[src/rtl/pixreg_pkg.sv]
package pixreg_pkg;
  typedef enum logic [1:0] {
    SLOT_FREE = 2'd0,
    SLOT_WAIT = 2'd1,
    SLOT_READ = 2'd2
  } slot_st_e;
endpackage

[src/rtl/pixreg_prio.sv]
// Lowest-index request picker.
module pixreg_prio #(
  parameter int N  = 5,
  parameter int IW = 3
) (
  input  logic [N-1:0]  req,
  output logic          any,
  output logic [IW-1:0] idx
);
  always_comb begin
    any = |req;
    idx = '0;
    for (int i = N - 1; i >= 0; i--) begin
      if (req[i]) idx = IW'(i);
    end
  end
endmodule

[src/rtl/pixreg_slot.sv]
// One event slot: latency countdown, trigger decision, pending-pixel mask.
module pixreg_slot
  import pixreg_pkg::*;
#(
  parameter int NPIX = 4,
  parameter int LATW = 8
) (
  input  logic            clk,
  input  logic            rst_n,
  input  logic            claim_i,
  input  logic [NPIX-1:0] mask_i,
  input  logic [LATW-1:0] lat_i,
  input  logic            trig_i,
  input  logic            pop_i,
  input  logic [NPIX-1:0] pop_pix_i,
  output slot_st_e        state_o,
  output logic [NPIX-1:0] mask_o,
  output logic            expire_o
);
  logic [LATW-1:0] cnt_q;
  logic [NPIX-1:0] left;

  assign expire_o = (state_o == SLOT_WAIT) && (cnt_q == '0);
  assign left     = mask_o & ~pop_pix_i;

  always_ff @(posedge clk) begin
    if (!rst_n) begin
      state_o <= SLOT_FREE;
      cnt_q   <= '0;
      mask_o  <= '0;
    end else begin
      unique case (state_o)
        SLOT_FREE: if (claim_i) begin
          state_o <= SLOT_WAIT;
          cnt_q   <= lat_i;
          mask_o  <= mask_i;
        end
        SLOT_WAIT: if (cnt_q != '0) begin
          cnt_q <= cnt_q - LATW'(1);
        end else if (trig_i) begin
          state_o <= SLOT_READ;
        end else begin
          state_o <= SLOT_FREE;
          mask_o  <= '0;
        end
        SLOT_READ: if (pop_i) begin
          mask_o <= left;
          if (left == '0) state_o <= SLOT_FREE;
        end
        default: state_o <= SLOT_FREE;
      endcase
    end
  end
endmodule

[src/rtl/pixreg_pixel.sv]
// Per-pixel edge detection and ToT measurement into one store per slot.
module pixreg_pixel #(
  parameter int NSLOT = 5,
  parameter int TOTW  = 4,
  parameter int SW    = 3
) (
  input  logic                       clk,
  input  logic                       rst_n,
  input  logic                       disc_i,
  input  logic                       claim_ok_i,
  input  logic [SW-1:0]              claim_idx_i,
  input  logic [NSLOT-1:0]           expire_i,
  output logic                       rise_o,
  output logic [NSLOT-1:0][TOTW-1:0] tot_o
);
  localparam logic [TOTW-1:0] TOT_MAX = {TOTW{1'b1}};

  logic          disc_q;
  logic          act_q;
  logic [SW-1:0] slot_q;

  assign rise_o = disc_i & ~disc_q;

  always_ff @(posedge clk) begin
    if (!rst_n) begin
      disc_q <= 1'b0;
      act_q  <= 1'b0;
      slot_q <= '0;
      tot_o  <= '0;
    end else begin
      disc_q <= disc_i;
      if (rise_o && claim_ok_i) begin
        act_q              <= 1'b1;
        slot_q             <= claim_idx_i;
        tot_o[claim_idx_i] <= TOTW'(1);
      end else if (act_q) begin
        if (expire_i[slot_q]) begin
          act_q <= 1'b0;
          if (disc_i) tot_o[slot_q] <= TOT_MAX;
        end else if (disc_i) begin
          if (tot_o[slot_q] != TOT_MAX) tot_o[slot_q] <= tot_o[slot_q] + TOTW'(1);
        end else begin
          act_q <= 1'b0;
        end
      end
    end
  end
endmodule

[src/rtl/pixreg_latbuf.sv]
module pixreg_latbuf
  import pixreg_pkg::*;
#(
  parameter int NPIX  = 4,
  parameter int NSLOT = 5,
  parameter int TOTW  = 4,
  parameter int LATW  = 8,
  parameter int AW    = $clog2(NPIX)
) (
  input  logic            clk,
  input  logic            rst_n,
  input  logic [NPIX-1:0] disc_i,
  input  logic            trig_i,
  input  logic [LATW-1:0] lat_cfg_i,
  input  logic            ovf_clr_i,
  output logic            ovf_o,
  output logic            word_valid_o,
  input  logic            word_ready_i,
  output logic [AW-1:0]   word_addr_o,
  output logic [TOTW-1:0] word_tot_o
);
  localparam int SW = $clog2(NSLOT);

  logic [NPIX-1:0]                       rise;
  logic [NPIX-1:0][NSLOT-1:0][TOTW-1:0]  tot_all;
  slot_st_e                              st [NSLOT];
  logic [NSLOT-1:0][NPIX-1:0]            smask;
  logic [NSLOT-1:0]                      sfree, sread, sexp, claim_vec, pop_vec;
  logic                                  any_free, any_rise, claim_ok, rd_any, pix_any, pop;
  logic [SW-1:0]                         free_idx, rd_idx, sel, sel_q;
  logic                                  lock_q;
  logic [NPIX-1:0]                       cur_mask, pop_pix;
  logic [AW-1:0]                         pix_idx;

  pixreg_prio #(.N(NSLOT), .IW(SW)) u_free (.req(sfree), .any(any_free), .idx(free_idx));

  assign any_rise  = |rise;
  assign claim_ok  = any_rise & any_free;
  assign claim_vec = claim_ok ? (NSLOT'(1) << free_idx) : '0;

  for (genvar p = 0; p < NPIX; p++) begin : g_pix
    pixreg_pixel #(.NSLOT(NSLOT), .TOTW(TOTW), .SW(SW)) u_pix (
      .clk(clk), .rst_n(rst_n), .disc_i(disc_i[p]), .claim_ok_i(claim_ok),
      .claim_idx_i(free_idx), .expire_i(sexp), .rise_o(rise[p]), .tot_o(tot_all[p])
    );
  end

  for (genvar s = 0; s < NSLOT; s++) begin : g_slot
    pixreg_slot #(.NPIX(NPIX), .LATW(LATW)) u_slot (
      .clk(clk), .rst_n(rst_n), .claim_i(claim_vec[s]), .mask_i(rise),
      .lat_i(lat_cfg_i), .trig_i(trig_i), .pop_i(pop_vec[s]), .pop_pix_i(pop_pix),
      .state_o(st[s]), .mask_o(smask[s]), .expire_o(sexp[s])
    );
    assign sfree[s] = (st[s] == SLOT_FREE);
    assign sread[s] = (st[s] == SLOT_READ);
  end

  // Readout: lowest confirmed slot, locked while a word is stalled.
  pixreg_prio #(.N(NSLOT), .IW(SW)) u_rd (.req(sread), .any(rd_any), .idx(rd_idx));
  assign sel      = lock_q ? sel_q : rd_idx;
  assign cur_mask = smask[sel];
  pixreg_prio #(.N(NPIX), .IW(AW)) u_pick (.req(cur_mask), .any(pix_any), .idx(pix_idx));

  assign word_valid_o = rd_any & pix_any;
  assign word_addr_o  = pix_idx;
  assign word_tot_o   = tot_all[pix_idx][sel];
  assign pop          = word_valid_o & word_ready_i;
  assign pop_vec      = pop ? (NSLOT'(1) << sel) : '0;
  assign pop_pix      = NPIX'(1) << pix_idx;

  always_ff @(posedge clk) begin
    if (!rst_n) begin
      lock_q <= 1'b0;
      sel_q  <= '0;
      ovf_o  <= 1'b0;
    end else begin
      lock_q <= word_valid_o & ~word_ready_i;
      sel_q  <= sel;
      if (any_rise && !any_free) ovf_o <= 1'b1;
      else if (ovf_clr_i)        ovf_o <= 1'b0;
    end
  end
endmodule

[config.mk]
export PLATFORM = sky130hd
export DESIGN_NAME = pixreg_latbuf
export DESIGN_NICKNAME = d
export VERILOG_FILES = /design/src/rtl/pixreg_pkg.sv /design/src/rtl/pixreg_prio.sv /design/src/rtl/pixreg_slot.sv /design/src/rtl/pixreg_pixel.sv /design/src/rtl/pixreg_latbuf.sv
export SDC_FILE = /design/constraint.sdc
export NUM_CORES = 1
export LEC_CHECK = 0
export BUFFER_PORTS_ARGS = -buffer_cell sky130_fd_sc_hd__buf_2
export CAP_MARGIN = 5
export CORE_MARGIN = 5
export CORE_UTILIZATION = 40
export DETAILED_ROUTE_END_ITERATION = 7
export PLACE_DENSITY = 0.6
export RECOVER_POWER = 25
export SLEW_MARGIN = 20
export SYNTH_ARGS = -nofsm -noshare
export SYNTH_HDL_FRONTEND = slang
export SYNTH_SLANG_ARGS = --single-unit
[constraint.sdc]
create_clock -name clk -period 4.9 [get_ports clk]
set_input_delay 0.735 -clock clk [delete_from_list [all_inputs] [get_ports clk]]
set_output_delay 0.735 -clock clk [all_outputs]
set_load 0.03 [all_outputs]
==> flow_metrics.py <==
metrics = {
    "critical_path": {
        "r2r.worst_path.cells": 11,
        "r2r_slack_ns": 1.03,
        "worstSetupPathType": "reg2out",
        "cp.required_ns": 4.16,
        "path_buf_inv": 3,
        "cp_top_family": "simple AND/OR/NAND/NOR gates",
        "worst-path-max-fanout": 13,
        "max_stage_delay_ns": 0.44,
        "cp-start-kind": "flip-flop",
        "crit_path_end_kind": "output pin",
        "cp_num_cells": 13,
        "cp.arrival_ns": 3.98,
        "path_cells": "inv_1 > ha_1 > buf_4 > nor3_4 > a21o_4 > nand2b_1 > o21ai_1 > or2_2 > a22o_1 > a222oi_1 > o22ai_1 > or3_1 > buf_2",
        "cp_slowest_cell": "or2_2",
    },
    "sta": {
        "setup_viol": 0,
        "slew_violations": 125,
        "hold_viol_final": 0,
        "tightestPinTransition_ns": 3.59,
        "relSlewSlack_pct": -139,
        "worst_hold_slack_ns": 0.457,
        "layout_setup_ws_ns": 0.182,
        "post-route-min-period_ns": 4.72,
        "finClkSkew_ns": 0.0138,
        "fin_crit_sh_pct": 96.3,
        "rsz0062_at_grt": "true",
        "fmax_mhz": 212,
    },
    "synthesis": {
        "seq_area_frac_synth_pct": 31.9,
        "synthesis.nets": 1408,
        "ys.flop_type": "dfxtp_1",
        "synth.lib_cells_used.distinct": 90,
        "synth-seq-cells": 175,
        "syn_inst": 1364,
        "synth.avg_cell_area_sq_um": 8.06,
        "synthesis.area_sq_um": 11000,
        "yosysWarnings": 0,
        "synth-edff-count": 0,
        "async_flop_share_pct": 0,
    },
    "layout": {
        "final_util_pct": 44.5,
        "multi_input_area_sq_um": 6950,
        "drive_gt1_share_pct": 11.0,
        "seq_area_sq_um": 3500,
        "syn_to_final_growth_pct": 9.31,
        "fin_area_sq_um": 12000,
        "diodes": 0,
        "nNetsFinal": 1402,
        "n_fill_cell": 2758,
    },
    "worst_hold_path": {
        "hold_path.class": "reg2reg",
        "whs_path_depth": 2,
    },
    "grt": {
        "grt_max_degree": 81,
        "grt_antenna_before_repair": 0,
        "grt_pass1_vias": 10100,
        "grt_pass1_wl_um": 59200,
        "grt.overflow.total": 0,
        "grtUsageTotal_pct": 24.1,
    },
    "place": {
        "port_buffers": 24,
        "place_congestion": 0.952,
        "post_dp_cell_area_sq_um": 11400,
        "place_ws_ns": 0.494,
        "hpwlAfterDp_um": 28000,
    },
    "power_and_ir_drop": {
        "vdd_drop_max_mv": 0.239,
        "power_density_nw_per_um2": 472,
        "power.total_uw": 5670,
        "power_leakage_uw": 0.00429,
    },
    "floorplan": {
        "die_y_um": 176,
        "core_sq_um": 27000,
        "fp-row-count": 60,
        "start_util_pct": 40.7,
        "dieArea_sq_um": 30900,
        "num_io_pins": 25,
        "die_w_um": 176,
    },
    "detailed_routing": {
        "routed_wl_um": 38200,
        "drt-initial-drc-count": 1315,
        "drt-vias-per-instance": 6.46,
        "drc": 0,
        "drt_pass1_iterations": 6,
        "ant_nets": 0,
        "wl_per_cell_um": 22.3,
        "vias": 11100,
    },
    "cts": {
        "clk_pin_slew_ns": 0.08,
        "root_buffer": "clkbuf_16",
        "clkSinkCount": 175,
        "cts_buffer_depth": 2,
        "cts_made_buffers": 17,
        "cts_hold_buf": 0,
        "tritoncts": "yes",
        "clock_latency_ns": 0.44,
        "cts.htree.levels": 4,
    },
    "status": {
        "violations": "capacitance limit, slew limit",
        "status": "complete, but fails checks",
    },
    "flow_run": {
        "maxCapViolCount": 2,
    },
}
[routing by layer]
metal  up-vias  part of all wire (%)  GRT usage, %
met5         -                     0             0
li1       5152                     -             -
met2       489                    44          35.6
met1      5339                    45          34.9
met4         0                   2.3          7.44
met3        72                   8.8          5.51
[repair_timing]
item,4_1_cts,5_1_grt
setup buffers,0,3
endpoints found under the setup margin,0,4
gates resized for setup,0,9
[path summary, 6_finish.rpt]
check,start,to
setup / recovery,g_slot[0].u_slot.state_o[0]$_SDFFE_PN0P_,word_tot_o[3]
hold / removal,g_slot[1].u_slot.cnt_q[1]$_SDFFE_PN0P_,g_slot[1].u_slot.cnt_q[1]$_SDFFE_PN0P_
hold reg to reg,g_slot[1].u_slot.cnt_q[1]$_SDFFE_PN0P_,g_slot[1].u_slot.cnt_q[1]$_SDFFE_PN0P_
setup reg to reg,g_slot[1].u_slot.state_o[0]$_SDFFE_PN0P_,g_pix[2].u_pix.tot_o[3]$_SDFFE_PN0P_
[registers in the layout, indices dropped and copies added (netlist names)]
name	count
g_pix.u_pix.tot_o	80
g_slot.u_slot.cnt_q	40
lock_q	1
ovf_o	1
g_pix.u_pix.act_q	4
sel_q	3
g_pix.u_pix.slot_q	12
g_pix.u_pix.disc_q	4
g_slot.u_slot.state_o	10
g_slot.u_slot.mask_o	20
[worst register-to-register path: cells and delay by family, from the launching register on]
| kind | cells | cell delay [ns] |
|---|---|---|
| simple gates | 5 | 2.12 |
| compound gates | 3 | 0.84 |
| flops | 1 | 0.36 |
| buf+inv | 2 | 0.24 |
| fa+ha+maj | 1 | 0.19 |
[power by group]
part           total (uW)  switching (uW)  internal (uW)
clock network        1280             626            652
logic                2550            1640            915
registers            1840             233           1600
total                5670            2500           3170
[layout by cell type, fill, tap and decap left out, drive strengths merged, types with 12 or more instances in the layout]
cell type    n
nand2      129
o221a       13
a211oi      16
nor2b       20
clkbuf      23
ha          27
a221oi      13
a21oi      133
nor3        41
and2        26
a22o        31
nor2       114
a222oi      15
a21o        13
nand3       44
dfxtp      175
o22ai       29
mux2i       19
a31oi       26
mux4        14
a22oi       15
a32o        39
inv         62
or3         21
o21ai       82
buf         55
nand2b      21
o211ai      12
[area by class of cell]
class | count | share of cell area, %
clock buffers | 20 | 3.63
multi-input cells | 1046 | 57.8
clock inverters | 11 | 0.708
repair buffers | 58 | 3.26
inverters | 60 | 1.87
flip-flops and latches | 175 | 29.2
well taps | 341 | 3.55
[through the flow]
| stage | std cells | TNS (ns) |
|---|---|---|
| 2_1_floorplan | 1364 | 0 |
| 3_3_place_gp | 1677 | 0 |
| 3_5_place_dp | 1677 | 0 |
| 4_1_cts | 1708 | 0 |
| 5_1_grt | 1711 | -0.0328 |
| 6_report | 1711 | 0 |
[synth_stat cells (all sizes together), types with 10 or more instances]
master	n	area (sq um)
a21oi	133	666
a32o	39	390
inv	58	218
nand2	129	487
nand2b	21	131
a21o	13	97.6
a22oi	15	113
o211ai	12	100
nand3	44	225
mux2i	19	190
mux4	14	315
o221a	13	146
buf	15	100
nor3	41	226
a221oi	13	120
o21ai	82	418
nor2	114	430
o22ai	29	181
a31oi	26	163
nor3b	10	85.1
a211oi	16	145
or3	21	136
ha	27	338
clkbuf	68	255
nor2b	20	125
and2	26	163
dfxtp	175	3500
a22o	31	272
a222oi	15	150
and3	10	62.6
[cell families after synthesis]
| family | count (synthesis) | synth area share, % |
|---|---|---|
| fa+ha+maj | 27 | 3.07 |
| mux | 37 | 5.01 |
| xor+xnor | 9 | 0.717 |
| compound gates | 501 | 32.6 |
| buf+inv | 143 | 5.28 |
| flops | 175 | 31.9 |
| simple gates | 472 | 21.5 |
Power figures use the tool's default switching activity.
